$ cat config.mk
export PLATFORM = sky130hd
export DESIGN_NAME = spec_len_decoder
export DESIGN_NICKNAME = d
export VERILOG_FILES = /design/src/rtl/spec_len_pkg.sv /design/src/rtl/spec_byte_pick.sv /design/src/rtl/spec_classify.sv /design/src/rtl/spec_len_decoder.sv
export SDC_FILE = /design/constraint.sdc
export NUM_CORES = 1
export LEC_CHECK = 0
export BUFFER_PORTS_ARGS = -buffer_cell sky130_fd_sc_hd__buf_2
export CAP_MARGIN = 20
export CORE_MARGIN = 2
export CORE_UTILIZATION = 55
export CTS_BUF_LIST = sky130_fd_sc_hd__clkbuf_4
export CTS_CLUSTER_DIAMETER = 60
export CTS_CLUSTER_SIZE = 28
export DETAILED_ROUTE_END_ITERATION = 8
export PLACE_DENSITY = 0.78
export REMOVE_ABC_BUFFERS = 1
export SLEW_MARGIN = 10
export SYNTH_ARGS = -nofsm -noshare
export SYNTH_HDL_FRONTEND = slang
export SYNTH_SLANG_ARGS = --single-unit
$ cat constraint.sdc
create_clock -name clk -period 7.9 [get_ports clk]
set_input_delay 1.185 -clock clk [delete_from_list [all_inputs] [get_ports clk]]
set_output_delay 1.185 -clock clk [all_outputs]
set_load 0.01 [all_outputs]
$ cat src/rtl/spec_len_pkg.sv
package spec_len_pkg;

  localparam logic [3:0] MODE_INDEX   = 4'h4;
  localparam logic [3:0] MODE_AINC    = 4'h8;
  localparam logic [3:0] MODE_AINCDEF = 4'h9;
  localparam logic [3:0] REG_PC       = 4'hF;
  localparam int unsigned SPEC_LEN_W  = 5;
  localparam int unsigned SPEC_LEN_MAX = 18;

  // Data size in bytes from a 3-bit log2 code; codes of 4 and above saturate at 16.
  function automatic logic [SPEC_LEN_W-1:0] size_bytes(input logic [2:0] code);
    logic [SPEC_LEN_W-1:0] r;
    case (code)
      3'd0:    r = 5'd1;
      3'd1:    r = 5'd2;
      3'd2:    r = 5'd4;
      3'd3:    r = 5'd8;
      default: r = 5'd16;
    endcase
    return r;
  endfunction

  // Length of a specifier that is not itself an index prefix.
  function automatic logic [SPEC_LEN_W-1:0] plain_len(input logic [7:0] spec,
                                                      input logic [2:0] code);
    logic [SPEC_LEN_W-1:0] r;
    case (spec[7:4])
      4'h8:    r = (spec[3:0] == REG_PC) ? 5'd1 + size_bytes(code) : 5'd1;
      4'h9:    r = (spec[3:0] == REG_PC) ? 5'd5 : 5'd1;
      4'hA, 4'hB: r = 5'd2;
      4'hC, 4'hD: r = 5'd3;
      4'hE, 4'hF: r = 5'd5;
      default: r = 5'd1;
    endcase
    return r;
  endfunction

endpackage

$ cat src/rtl/spec_byte_pick.sv
module spec_byte_pick #(
  parameter int unsigned WIN_BYTES = 32,
  parameter int unsigned POS_W     = 7
) (
  input  logic [WIN_BYTES*8-1:0] window,
  input  logic [POS_W-1:0]       pos,
  output logic [7:0]             lead_byte,
  output logic [7:0]             next_byte
);
  logic [POS_W-1:0] pos_nx;
  assign pos_nx = pos + POS_W'(1);

  // Bytes past the end of the window read as zero.
  always_comb begin
    lead_byte = 8'h00;
    next_byte = 8'h00;
    for (int k = 0; k < WIN_BYTES; k++) begin
      if (pos == POS_W'(k))    lead_byte = window[k*8 +: 8];
      if (pos_nx == POS_W'(k)) next_byte = window[k*8 +: 8];
    end
  end
endmodule

$ cat src/rtl/spec_classify.sv
module spec_classify
  import spec_len_pkg::*;
(
  input  logic [7:0]            lead_byte,
  input  logic [7:0]            next_byte,
  input  logic [2:0]            size_code,
  output logic [3:0]            mode,
  output logic [3:0]            regnum,
  output logic [SPEC_LEN_W-1:0] len,
  output logic                  bad_base
);
  logic [3:0] base_mode;

  assign mode      = lead_byte[7:4];
  assign regnum    = lead_byte[3:0];
  assign base_mode = next_byte[7:4];

  always_comb begin
    if (mode == MODE_INDEX) begin
      len      = 5'd1 + plain_len(next_byte, size_code);
      // literal (0-3), nested index (4) and register (5) cannot be indexed
      bad_base = (base_mode <= 4'h5);
    end else begin
      len      = plain_len(lead_byte, size_code);
      bad_base = 1'b0;
    end
  end
endmodule

$ cat src/rtl/spec_len_decoder.sv
module spec_len_decoder
  import spec_len_pkg::*;
#(
  parameter int unsigned WIN_BYTES = 32,
  parameter int unsigned MAX_OPS   = 6,
  parameter int unsigned SZ_W      = 3,
  localparam int unsigned CNT_W    = $clog2(MAX_OPS + 1),
  localparam int unsigned TOT_W    = $clog2(1 + MAX_OPS * SPEC_LEN_MAX + 1)
) (
  input  logic                           clk,
  input  logic                           rst_n,
  input  logic                           req_valid,
  output logic                           req_ready,
  input  logic [WIN_BYTES*8-1:0]         req_bytes,
  input  logic [CNT_W-1:0]               req_count,
  input  logic [MAX_OPS*SZ_W-1:0]        req_sizes,
  output logic                           res_valid,
  input  logic                           res_ready,
  output logic [MAX_OPS*4-1:0]           res_mode,
  output logic [MAX_OPS*4-1:0]           res_reg,
  output logic [MAX_OPS*SPEC_LEN_W-1:0]  res_len,
  output logic [TOT_W-1:0]               res_total_len,
  output logic                           res_illegal
);
  typedef enum logic [1:0] {ST_IDLE, ST_WALK, ST_HOLD} walk_state_t;

  walk_state_t              state_q;
  logic [WIN_BYTES*8-1:0]   win_q;
  logic [MAX_OPS*SZ_W-1:0]  sizes_q;
  logic [CNT_W-1:0]         cnt_q;
  logic [CNT_W-1:0]         idx_q;
  logic [TOT_W-1:0]         pos_q;
  logic                     bad_q;

  logic [CNT_W-1:0]         cnt_clamped;
  logic                     take_req;
  logic                     take_res;
  logic [7:0]               lead_b, next_b;
  logic [2:0]               cur_size;
  logic [3:0]               cur_mode, cur_reg;
  logic [SPEC_LEN_W-1:0]    cur_len;
  logic                     cur_bad;

  assign cnt_clamped = (req_count > CNT_W'(MAX_OPS)) ? CNT_W'(MAX_OPS) : req_count;
  assign take_req    = req_valid && req_ready;
  assign take_res    = res_valid && res_ready;
  assign req_ready   = (state_q == ST_IDLE);
  assign res_valid   = (state_q == ST_HOLD);
  assign res_total_len = pos_q;
  assign res_illegal   = bad_q;

  always_comb begin
    cur_size = 3'd0;
    for (int k = 0; k < MAX_OPS; k++)
      if (idx_q == CNT_W'(k)) cur_size = sizes_q[k*SZ_W +: 3];
  end

  spec_byte_pick #(.WIN_BYTES(WIN_BYTES), .POS_W(TOT_W)) u_pick (
    .window    (win_q),
    .pos       (pos_q),
    .lead_byte (lead_b),
    .next_byte (next_b)
  );

  spec_classify u_class (
    .lead_byte (lead_b),
    .next_byte (next_b),
    .size_code (cur_size),
    .mode      (cur_mode),
    .regnum    (cur_reg),
    .len       (cur_len),
    .bad_base  (cur_bad)
  );

  // Walk control: one specifier per cycle, cursor starts past the opcode.
  always_ff @(posedge clk or negedge rst_n) begin
    if (!rst_n) begin
      state_q <= ST_IDLE;
      win_q   <= '0;
      sizes_q <= '0;
      cnt_q   <= '0;
      idx_q   <= '0;
      pos_q   <= '0;
      bad_q   <= 1'b0;
    end else begin
      case (state_q)
        ST_IDLE: if (take_req) begin
          win_q   <= req_bytes;
          sizes_q <= req_sizes;
          cnt_q   <= cnt_clamped;
          idx_q   <= '0;
          pos_q   <= TOT_W'(1);
          bad_q   <= 1'b0;
          state_q <= (cnt_clamped == '0) ? ST_HOLD : ST_WALK;
        end
        ST_WALK: begin
          pos_q <= pos_q + TOT_W'(cur_len);
          bad_q <= bad_q | cur_bad;
          idx_q <= idx_q + CNT_W'(1);
          if (idx_q == cnt_q - CNT_W'(1)) state_q <= ST_HOLD;
        end
        ST_HOLD: if (take_res) state_q <= ST_IDLE;
        default: state_q <= ST_IDLE;
      endcase
    end
  end

  // Per-operand result slots.
  for (genvar s = 0; s < MAX_OPS; s++) begin : g_slot
    logic [3:0]            mode_q, reg_q;
    logic [SPEC_LEN_W-1:0] len_q;

    always_ff @(posedge clk or negedge rst_n) begin
      if (!rst_n) begin
        mode_q <= '0;
        reg_q  <= '0;
        len_q  <= '0;
      end else if (state_q == ST_IDLE && take_req) begin
        mode_q <= '0;
        reg_q  <= '0;
        len_q  <= '0;
      end else if (state_q == ST_WALK && idx_q == CNT_W'(s)) begin
        mode_q <= cur_mode;
        reg_q  <= cur_reg;
        len_q  <= cur_len;
      end
    end

    assign res_mode[s*4 +: 4]                  = mode_q;
    assign res_reg[s*4 +: 4]                   = reg_q;
    assign res_len[s*SPEC_LEN_W +: SPEC_LEN_W] = len_q;
  end
endmodule

======== Word level (Yosys, flattened, before mapping) ========
Index checks and enable logic that the tools add are counted.
cells by class
  divide/modulo/power cells ............... 0
  reduce and logical (&&, ||, !) cells .... 31
  eq/ne operators ......................... 95
  bitwise gates (word level) .............. 1
  $mul .................................... 0
  order comparisons ....................... 2
  mux-type cells .......................... 132
  shifts and indexed selects .............. 0
  $add $sub $neg .......................... 7
operators by type and width
  cell                                            number
  two-way mux 8 bit                               64
  == test 7 x 5 -> 1 bit (second input constant)  32
  == test 7 x 4 -> 1 bit (second input constant)  16
  two-way mux 5 bit                               20
  two-way mux 4 bit                               24
  == test 4 bit (second input constant)           18
  == test 7 x 3 -> 1 bit (second input constant)  8
  case mux 5 bit (5 select lines)                 2
  two-way mux 3 bit                               10
  == test 7 x 2 -> 1 bit (second input constant)  4
  case mux 5 bit (4 select lines)                 1
  adder 1 x 5 -> 5 bit (first input constant)     3
  == test 7 x 1 -> 1 bit (second input constant)  2
  zero test 7 bit                                 2
  case mux 7 bit (2 select lines)                 1
  nonzero test 2 bit                              7
  == test 3 x 2 -> 1 bit (second input constant)  4
  OR reduction 2 bit                              6
  logical AND 1 bit                               9
  zero test 3 bit                                 3
  two-way mux 2 bit                               4
  adder 7 x 1 -> 7 bit (second input constant)    1
  adder 7 x 5 -> 7 bit                            1
  two-way mux 7 bit                               1
  20 further kinds                                25
storage, ports and cells
  flip-flop bits (word level) ............. 368
  bits of input ports ..................... 281
  memories kept ........................... 0
  memory bits (writable) .................. 0
  word-level logic and storage cells ...... 293
  output and inout port bits .............. 88
  ROM bits ................................ 0
  latch bits .............................. 0

======== Logic depth before layout (Yosys ltp) ========
Gate-level depths: netlist of run 1.
  depth in word-level cells ............... 45
  gate-level depth with buffers ........... 27
  mapped depth without buffers ............ 24

======== Hierarchy ========
Synthesis of run 1 repeated with hierarchy kept, for this count alone.
second synthesis, totals
  cells, all modules ...................... 2549
  area total of the unflattened synthesis .. 20539.7 um^2
modules (own cells, without submodules)
  module            times used  area each (um^2)  cells an instance  seq. area each (um^2)
  spec_len_decoder  1           14680.3           1627               9208.8
  spec_byte_pick    1           5444.0            866                0.0
  spec_classify     1           415.4             56                 0.0

======== Worst setup path after synthesis of run 1 ========
Ideal clock, no wire load.
  kind .................................... register to register
  start ................................... register idx_q[1]
  end ..................................... register pos_q[6], in the netlist res_total_len[6]
  path slack .............................. 3.277 ns
  stages on the path, launching flop included .. 24
  path buffers ............................ 2
  required time ........................... 7.805 ns
  period minus slack after synthesis ...... 4.623 ns
  arrival ................................. 4.528 ns
  cells stage by stage .................... dfrtp_1 > inv_1 > ha_1 > clkbuf_1 > clkbuf_1 > o21ai_0 > a221o_1 > a22o_1 > or2_2 > inv_1 > ha_1 > nand3_1 > o21ai_0 > ha_1 > a221o_1 > fa_1 > a21o_1 > a21oi_1 > nor2b_1 > o21ai_0 > nand2_1 > o21ai_0 > nand2_1 > o31ai_1
between the ends
  longest elaborated chain between the ends .. 19
  elaborated cells between the ends (all ways) .. 32
  those cells by class .................... 4 x add/sub; 8 x eq/ne; 18 x mux; 2 x reduce/logical
ends and longest elaborated chain
  item                                                  line                    source
  from (decl)                                           spec_len_decoder.sv:31  logic [CNT_W-1:0] idx_q;
  from (signal assigned)                                spec_len_decoder.sv:99  idx_q <= idx_q + CNT_W'(1);
  zero test 3 bit                                       spec_len_decoder.sv:55  if (idx_q == CNT_W'(k)) cur_size = sizes_q[k*SZ_W +: 3];
  two-way mux 3 bit (5 in series)                       spec_len_decoder.sv:55
  two-way mux 3 bit (*)                                 spec_len_decoder.sv:55
  == test 3 x 2 -> 1 bit, or another cell as far along  spec_len_pkg.sv:13      case (code)
  case mux 5 bit (4 select lines) (*)                   spec_len_pkg.sv:13
  two-way mux 5 bit                                     spec_len_pkg.sv:27      case (spec[7:4])
  two-way mux 5 bit                                     spec_classify.sv:19     if (mode == MODE_INDEX) begin
  adder 1 x 5 -> 5 bit                                  spec_len_pkg.sv:28      4'h8: r = (spec[3:0] == REG_PC) ? 5'd1 + size_bytes(code) : 5'd1;
  two-way mux 5 bit                                     spec_len_pkg.sv:28
  case mux 5 bit (5 select lines)                       spec_len_pkg.sv:27
  two-way mux 5 bit                                     spec_classify.sv:19
  adder 1 x 5 -> 5 bit                                  spec_classify.sv:20     len = 5'd1 + plain_len(next_byte, size_code);
  two-way mux 5 bit (*)                                 spec_classify.sv:19
  adder 7 x 5 -> 7 bit (*)                              spec_len_decoder.sv:97  pos_q <= pos_q + TOT_W'(cur_len);
  case mux 7 bit (2 select lines) (*)                   spec_len_decoder.sv:86  case (state_q)
  to (signal assigned)                                  spec_len_decoder.sv:97
  to (decl)                                             spec_len_decoder.sv:32  logic [TOT_W-1:0] pos_q;
Mark *: on every way between the ends. The rest lies on a longest branch, timed or not. The select of a mux whose other input is x is not followed.
A chain may end at the register's enable or synchronous reset.

======== Worst setup path after layout of run 1 ========
  start ................................... register pos_q[0], in the netlist res_total_len[0]
  end ..................................... register pos_q[6], in the netlist res_total_len[6]
between the ends
  longest elaborated chain between the ends .. 42
  elaborated cells between the ends (all ways) .. 165
  those cells by class .................... 3 x add/sub; 81 x eq/ne; 73 x mux; 8 x reduce/logical
ends and longest elaborated chain
  item                                             line                                                        source
  adder 7 x 1 -> 7 bit                             spec_byte_pick.sv:11                                        assign pos_nx = pos + POS_W'(1);
  zero test 7 bit                                  spec_byte_pick.sv:19                                        if (pos_nx == POS_W'(k)) next_byte = window[k*8 +: 8];
  two-way mux 8 bit (32 in series)                 spec_byte_pick.sv:19
  == test 4 bit, on equally long branches          spec_len_pkg.sv:28, spec_len_pkg.sv:29, spec_len_pkg.sv:27
  two-way mux 5 bit, or another cell as far along  spec_len_pkg.sv:28
  case mux 5 bit (5 select lines)                  spec_len_pkg.sv:27
  two-way mux 5 bit                                spec_classify.sv:19
  adder 1 x 5 -> 5 bit                             spec_classify.sv:20
  two-way mux 5 bit                                spec_classify.sv:19
  adder 7 x 5 -> 7 bit (*)                         spec_len_decoder.sv:97
  case mux 7 bit (2 select lines) (*)              spec_len_decoder.sv:86
Marked as above.

==> results of run 1 <==
through the flow:
stage / area, µm² / setup WS (ns) / util (%)
after floorplan: 20900 / -2.68 / -
after global placement: 23800 / 1.64 / 60.3
after detailed placement: 23800 / 1.60 / 60.3
after CTS: 24400 / 1.64 / 61.7
after global routing: 24400 / 0.984 / 61.8
final: 24400 / 1.41 / 61.8
synthesized netlist by cell type, drive strengths merged (7+ instances only):
cell type / n / area share (%)
a22o: 14 / 0.56
a21oi: 86 / 2.0
a21o: 17 / 0.58
nor3b: 18 / 0.75
ha: 13 / 0.74
a2111oi: 7 / 0.28
a32oi: 11 / 0.47
o2111ai: 7 / 0.28
nand2b: 24 / 0.68
and3: 8 / 0.25
nor3: 43 / 1.0
nor2b: 30 / 0.86
mux2i: 39 / 1.8
nor4: 11 / 0.47
o21ai: 191 / 4.5
nand3: 52 / 1.2
mux2: 37 / 1.9
nor2: 103 / 1.9
and2: 9 / 0.26
o31ai: 17 / 0.60
or3: 9 / 0.26
a221o: 8 / 0.36
a211o: 8 / 0.32
a2bb2oi: 8 / 0.32
nand2: 978 / 17
a22oi: 32 / 1.1
a31oi: 13 / 0.37
a32o: 10 / 0.46
clkbuf: 96 / 1.6
a211oi: 35 / 1.3
o21a: 15 / 0.55
o211ai: 19 / 0.65
a221oi: 13 / 0.52
o22ai: 38 / 1.1
or4: 9 / 0.32
inv: 19 / 0.32
o2bb2ai: 19 / 0.76
o221ai: 20 / 0.80
buf: 110 / 3.2
nand4: 18 / 0.54
o32ai: 7 / 0.28
dfrtp: 368 / 42
nand3b: 17 / 0.58
flip-flops by register name (all words and copies together), names as in the netlist, 2 cells and up:
signal,flops
g_slot.len_q,30
g_slot.reg_q,24
idx_q,3
state_q,2
sizes_q,18
win_q,256
g_slot.mode_q,24
res_total_len,7
cnt_q,3
routing by layer:
metal,global-route usage [%],vias to the layer above,part of all wire [%]
li1,-,9965,-
met1,58.1,11000,39
met2,63.4,1632,42
met3,9.52,434,11
met4,25.1,0,7.2
met5,0,-,0
cells in the final DEF (no fill, tap or decap), types with 28 or more instances in the layout:
master | Yosys | layout
sky130_fd_sc_hd__a22oi_1 | 32 | 32
sky130_fd_sc_hd__o21ai_0 | 175 | 175
sky130_fd_sc_hd__buf_2 | 66 | 367
sky130_fd_sc_hd__o22ai_1 | 38 | 38
sky130_fd_sc_hd__mux2_2 | 37 | 37
sky130_fd_sc_hd__nor2_1 | 97 | 97
sky130_fd_sc_hd__nor3_1 | 41 | 41
sky130_fd_sc_hd__a211oi_1 | 33 | 33
sky130_fd_sc_hd__nand2_1 | 977 | 976
sky130_fd_sc_hd__a21oi_1 | 86 | 86
sky130_fd_sc_hd__nand3_1 | 52 | 52
sky130_fd_sc_hd__mux2i_1 | 39 | 39
sky130_fd_sc_hd__clkbuf_4 | 0 | 28
sky130_fd_sc_hd__buf_4 | 20 | 53
sky130_fd_sc_hd__nor2b_1 | 30 | 28
sky130_fd_sc_hd__dfrtp_1 | 368 | 364
worst max-delay path: cells and delay by family (launching register included):
kind | cells | cell delay [ns]
AOI/OAI and AO/OA | 10 | 1.58
xor gates and xnor gates | 1 | 0.24
adders and majority gates | 2 | 0.68
buffers and inverters | 2 | 0.85
DFF | 1 | 1.03
and+or+nand+nor | 8 | 2.05
power by group:
group / internal (mW) / total, mW / switching [mW]
clock: 0.344 / 1.08 / 0.735
combinational: 2.05 / 5.97 / 3.92
sequential: 2.69 / 3.89 / 1.20
how the worst max path moves through the flow:
stage / startpoint / endpoint / depth (start not counted) / slack [ns]
global placement: res_total_len[0] / res_total_len[6] / 21 / 1.64
finish: res_total_len[0] / res_total_len[6] / 23 / 1.41
detailed placement: res_total_len[0] / res_total_len[6] / 21 / 1.60
CTS: res_total_len[0] / res_total_len[6] / 21 / 1.64
floorplan: req_valid / g_slot[3].reg_q[0] / 3 / -2.68
global route: res_total_len[0] / res_total_len[6] / 23 / 0.98
layout make-up:
cell class	instances	area, µm²
Multi-Input combinational cell	2112	11600
Sequential cell	368	9220
Timing Repair Buffer	423	2300
Clock buffer	28	210
Antenna cell	6	15.0
Fill cell	3555	15100
Inverter	19	71.3
Clock inverter	21	340
Tap cell	525	657
kinds of logic (layout without fill, tap and decap cells):
| family | Yosys count | after routing | synth area share [%] |
|---|---|---|---|
| and+or+nand+nor | 1375 | 1375 | 27.8 |
| AOI/OAI and AO/OA | 633 | 633 | 19.7 |
| DFF | 368 | 368 | 42.0 |
| buffers and inverters | 225 | 491 | 5.22 |
| muxes | 80 | 80 | 4.09 |
| adders and majority gates | 14 | 14 | 0.832 |
| xor gates and xnor gates | 10 | 10 | 0.399 |
| other | 0 | 6 | 0 |
==> PnR_summary.wiki, run 1 <==
{| class="wikitable"
! Metric !! Value
|-
| HPWL reported at the end of detailed placement || ~66,000 µm
|-
| Final hold viol count || 0
|-
| Fraction of layout instances using a drive strength above 1 || 19.4%
|-
| Min Clock Period, post-route || between 6 and 7 ns
|-
| PostCTS Resize Cnt || 0
|-
| Area added between synthesis and finish || 11.3%
|-
| Maximum count of clock buffers along a single path || 3
|-
| Post-synth ARST share || 100%
|-
| TritonCTS clock tree || built
|-
| Chip Width || ~200 µm
|-
| Number of setup violations in the final report || 0
|-
| Crit path largest cell delay || between 1 and 1.5 ns
|-
| Count of antenna-violating nets left after detailed routing || 0
|-
| Outcome || finished, final reports clean
|-
| Post-route non-filler standard cell count || around 3,500
|-
| Area of the die || roughly 42,000 µm²
|-
| Arrival time reported for the critical path endpoint || ~7.3 ns
|-
| Data required time at the worst endpoint || between 8 and 9 ns
|-
| Boundary pin count || 369
|-
| Endpoint of the worst-slack reg-to-reg timing path || res_total_len[6]
|-
| Max Transition Viols Final || 0
|-
| Count of port buffers added during placement || approximately 370
|-
| Most common cell type on the critical path || sky130_fd_sc_hd__o21ai_0
|-
| Number of antenna violations at the first check in global routing || 9
|-
| Largest fanout of any net on the critical path || 74
|-
| Sink count of the clock tree || 368
|-
| R2r startpoint || res_total_len[0]
|-
| Post-CTS clock slew at the launch and capture registers of the worst setup and hold paths || ~0.21 ns
|-
| Number of levels in the clock H-tree || 1
|-
| Power per cell area || between 400 and 500 nW/µm²
|-
| Leakage || 11.9 nW
|-
| Worst R2R Path Depth || 23
|-
| Post-route fraction of the period consumed by the critical path || around 82%
|-
| Total Negative Setup Slacks || 0 ns
|-
| Detailed-router iteration count before antenna repair || 6
|-
| Mean instance size in the synthesized netlist || 8.11 µm²
|-
| Die extent in y || roughly 200 µm
|-
| Wire length of the first global-routing pass || ~140,000 µm
|-
| Number of storage elements in the synthesis netlist || 368
|-
| Via/cell ratio || about 6.6
|-
| DR DRC count || 0
|-
| Count of distinct cell types in the synthesized netlist || between 100 and 150
|-
| Final wirelength || 90,100 µm
|-
| RSZ-0062 raised after global routing || no
|-
| Total number of yosys warnings || 0
|-
| Predominant post-synthesis flop cell || sky130_fd_sc_hd__dfrtp_1
|-
| Netlist Area Pre-Place || 21,900 µm²
|-
| Starting Density || about 56%
|-
| Post-synthesis sequential area ratio || about two fifths
|-
| Clock latency reported for the late side of the worst-skew pair || roughly 0.88 ns
|-
| Row count || 73
|-
| Sort of element at the start of the critical path || flop
|-
| Post-synth EDFFs || 0
|-
| Overall power of the completed layout || roughly 11 mW
|-
| Kind of critical path || reg2reg
|-
| Post-synthesis instance total || about 2,700
|-
| Remaining Overflow, GRT || 0
|-
| Series of cell instances along the critical path || buf_4 -> and3b_1 -> o2bb2ai_1 -> a211oi_1 -> o221ai_1 -> nand3_1 -> nor4_2 -> and3_1 -> nand3_1 -> o21ai_0 -> ha_1 -> inv_1 -> xnor2_1 -> o21ai_0 -> ha_1 -> a21o_1 -> a21oi_1 -> nor2b_1 -> o21ai_0 -> nand2_1 -> o21ai_0 -> nand2_1 -> o31ai_1
|-
| Gp weighted congestion || 1.08
|-
| Slew at the pin with the worst max-slew slack || roughly 1.2 ns
|-
| Clock root cell || sky130_fd_sc_hd__clkbuf_4
|-
| Maximum number of pins on one net before global-route repair || 155
|-
| Cts bufs inserted || 27
|-
| Worst reg2reg setup slack || about 1.4 ns
|-
| Setup bufs post-CTS || 0
|-
| Skew final || between 0.08 and 0.09 ns
|-
| Hold_ws || 0.428 ns
|-
| Average wire per standard cell || about 26 µm
|-
| Aggregate global-route resource usage || between 40% and 50%
|-
| Post-cts hold buffer count || 0
|-
| Rel. slew slack || 17.0%
|-
| Count of placed standard cells including taps || 3,445
|-
| Min-delay worst type || in2async
|-
| Area inside the core boundary || between 30,000 and 40,000 µm²
|-
| Worst IR Drop VDD || around 250 µV
|-
| Count of max-cap constraint violations || 0
|-
| Number of DRC violations after detailed-routing iteration 0 || 3,586
|-
| Max Freq || approximately 150 MHz
|-
| Fin nets || 3,246
|-
| Via count of the first global-routing pass || between 20,000 and 25,000
|-
| Slowest-stage cell, CP || sky130_fd_sc_hd__dfrtp_4
|-
| Worst setup EP type || flop
|-
| Total via count in the routed design || ~23,000
|}
No activity file was read; power rests on OpenSTA's default activity.
==> run 2, diff against run 1 <==
CORE_UTILIZATION = 53   (was 55)
PLACE_DENSITY = 0.79   (was 0.78)
clock period = 5.6 ns   (was 7.9 ns; I/O delays follow)
==> PnR_summary.wiki, run 2 (synthesis results as in run 1) <==
{| class="wikitable"
! Metric !! Value
|-
| Area added between synthesis and finish || 16.8%
|-
| Arrival time reported for the critical path endpoint || 6.02 ns (-1.28 ns)
|-
| Via/cell ratio || 6.37 (-3.1%)
|-
| Count of port buffers added during placement || 368 (unchanged)
|-
| Overall power of the completed layout || 16.3 mW (+49%)
|-
| Leakage || 12.6 nW (+6.0%)
|-
| Number of DRC violations after detailed-routing iteration 0 || 3,209 (-11%)
|-
| Largest fanout of any net on the critical path || 28 (-62%)
|-
| Count of placed standard cells including taps || 3,596 (+4.4%)
|-
| Skew final || 0.0796 ns (-0.00996 ns)
|-
| Kind of critical path || reg2reg
|-
| Clock latency reported for the late side of the worst-skew pair || 0.90 ns (+0.02 ns)
|-
| Final hold viol count || 0 (unchanged)
|-
| Data required time at the worst endpoint || 6.33 ns (-2.38 ns)
|-
| Outcome || finished, final reports clean
|-
| Maximum count of clock buffers along a single path || 3 (unchanged)
|-
| Rel. slew slack || 37.1% (+20 points)
|-
| Fin nets || 3,390 (+4.4%)
|-
| Boundary pin count || 369 (unchanged)
|-
| DR DRC count || 0 (unchanged)
|-
| Starting Density || 53.8% (-1.7 points)
|-
| Series of cell instances along the critical path || and2b_1 -> buf_4 -> nand2_1 -> a21oi_1 -> o221ai_1 -> a21oi_1 -> o2bb2ai_1 -> o21ai_0 -> nor3b_2 -> a221o_1 -> fa_1 -> a21o_1 -> a21oi_1 -> nor2b_1 -> o21ai_0 -> nand2_1 -> o21ai_0 -> nand2_1 -> o31ai_1
|-
| Total via count in the routed design || 23,288 (+1.1%)
|-
| TritonCTS clock tree || built
|-
| Post-CTS clock slew at the launch and capture registers of the worst setup and hold paths || 0.24 ns (+0.03 ns)
|-
| Sequential cell area || 9220 µm² (about the same)
|-
| Commonest non-fill, non-tap cell in the layout || sky130_fd_sc_hd__nand2_1
|-
| Fraction of layout instances using a drive strength above 1 || 23.2% (+3.8 points)
|-
| Number of levels in the clock H-tree || 1 (unchanged)
|-
| Max Transition Viols Final || 0 (unchanged)
|-
| Number of flip-flops under the largest register name || 256 (unchanged)
|-
| Crit path largest cell delay || 0.68 ns (-0.35 ns)
|-
| Combined buffer and inverter count along the critical path || 1 (-1)
|-
| Registers with the highest flip-flop counts || win_q: 256 flops, g_slot.len_q: 30 flops
|-
| Fill cell count || 3,520 (-0.98%)
|-
| Number of antenna violations at the first check in global routing || 9 (unchanged)
|-
| Number of setup violations in the final report || 0 (unchanged)
|-
| Min-delay worst type || in2reg
|-
| Remaining Overflow, GRT || 0 (unchanged)
|-
| Register with the most flip-flops || win_q
|-
| Slowest-stage cell, CP || sky130_fd_sc_hd__and2b_1
|-
| Slew at the pin with the worst max-slew slack || 0.940 ns (-0.299 ns)
|-
| RSZ-0062 raised after global routing || no
|-
| Area inside the core boundary || 40,800 µm² (+3.2%)
|-
| Area of the multi-input gates || 11,600 µm² (+0.11%)
|-
| Detailed-router iteration count before antenna repair || 7 (+1)
|-
| Clock root cell || sky130_fd_sc_hd__clkbuf_4
|-
| Aggregate global-route resource usage || 41.9% (-1.1 points)
|-
| Worst setup EP type || flop
|-
| Average wire per standard cell || 25.5 µm (-0.92%)
|-
| Max Freq || 189 MHz (+23%)
|-
| Die extent in y || 208 µm (+1.8%)
|-
| Min Clock Period, post-route || 5.29 ns (-1.20 ns)
|-
| Worst IR Drop VDD || 354 µV (+40%)
|-
| Wire length of the first global-routing pass || 138,000 µm (+2.3%)
|-
| Power per cell area || 637 nW/µm² (+42%)
|-
| Via count of the first global-routing pass || 22,396 (+2.7%)
|-
| Count of antenna-violating nets left after detailed routing || 0 (unchanged)
|-
| Count of max-cap constraint violations || 0 (unchanged)
|-
| Gp weighted congestion || 1.04 (-3.2%)
|-
| Final wirelength || 93,100 µm (+3.4%)
|-
| Chip Width || 208 µm (+1.8%)
|-
| Post-route fraction of the period consumed by the critical path || 94.5% (+12 points)
|-
| Sink count of the clock tree || 368 (unchanged)
|-
| Cts bufs inserted || 25 (-7.4%)
|-
| Row count || 74 (+1.4%)
|-
| Most frequent cells in the layout || sky130_fd_sc_hd__nand2_1 (976), sky130_fd_sc_hd__buf_2 (367), sky130_fd_sc_hd__dfrtp_1 (363)
|-
| Maximum number of pins on one net before global-route repair || 154 (-0.65%)
|-
| Sort of element at the start of the critical path || flop
|-
| HPWL reported at the end of detailed placement || 70,800 µm (+7.7%)
|-
| Post-route non-filler standard cell count || 3,655 (+4.4%)
|-
| Cell class contributing the biggest share of worst-path delay || compound AO/OA/AOI/OAI gates
|-
| Area of the die || 43,100 µm² (+3.7%)
|}
-- run 2: stage by stage --
stage / setup WS, ns / instance area (µm²) / setup TNS, ns / hold WS (ns) / util (%)
global placement: 0.410 / 25000 / 0 / 0.453 / 61.3
detailed placement: 0.352 / 25000 / 0 / 0.460 / 61.3
finish: 0.310 / 25600 / 0 / 0.117 / 62.8
CTS: 0.208 / 25600 / 0 / 0.0724 / 62.6
global route: 0.0331 / 25600 / 0 / 0.0861 / 62.8
floorplan: -4.64 / 20900 / -1008.53 / 0.446 / -
-- run 2: what timing repair did --
item / in CTS / in global routing
hold buffers: 1 / 0
endpoints found under the setup margin: 0 / 3
hold endpoints to repair: 89 / 0
gates resized for setup: 0 / 6
setup buffers: 0 / 2
-- run 2: worst paths after layout --
kind,from,endpoint,slack (ns),depth (start not counted)
worst max-delay path,res_total_len[3],res_total_len[6],0.31,19
worst max register to register,res_total_len[3],res_total_len[6],0.31,19
min in group asynchronous,rst_n,win_q[10],0.55,2
worst min-delay path,req_sizes[8],sizes_q[8],0.12,3
worst min register to register,g_slot[5].mode_q[3],g_slot[5].mode_q[3],0.51,1
max in group asynchronous,rst_n,win_q[227],3.70,3
-- run 2: layout make-up --
cell class	count	area share, %
antenna	9	0.0878
clock buffer	26	0.761
clock inverter	20	1.23
inverter	19	0.278
multi-input combinational	2112	45.4
sequential	368	36.0
tap	532	2.60
timing repair buffer	569	13.7
-- run 2: per-layer routing --
metal	global-route usage (%)	wire length [µm]
met5	0	20
met4	22.6	5650
met3	9.08	9530
met2	63.9	40800
met1	55.9	37100
-- run 2: where the power goes --
part / switching, mW / internal [mW]
Sequential: 1.45 / 3.80
Clock: 1.00 / 0.411
Combinational: 5.99 / 3.67
Total: 8.45 / 7.89
-- run 2: worst min-delay path, cell delays in order --
cell and delay [ns]:
sky130_fd_sc_hd__buf_2 0.07, sky130_fd_sc_hd__nand2_1 0.04, sky130_fd_sc_hd__nand2_1 0.04
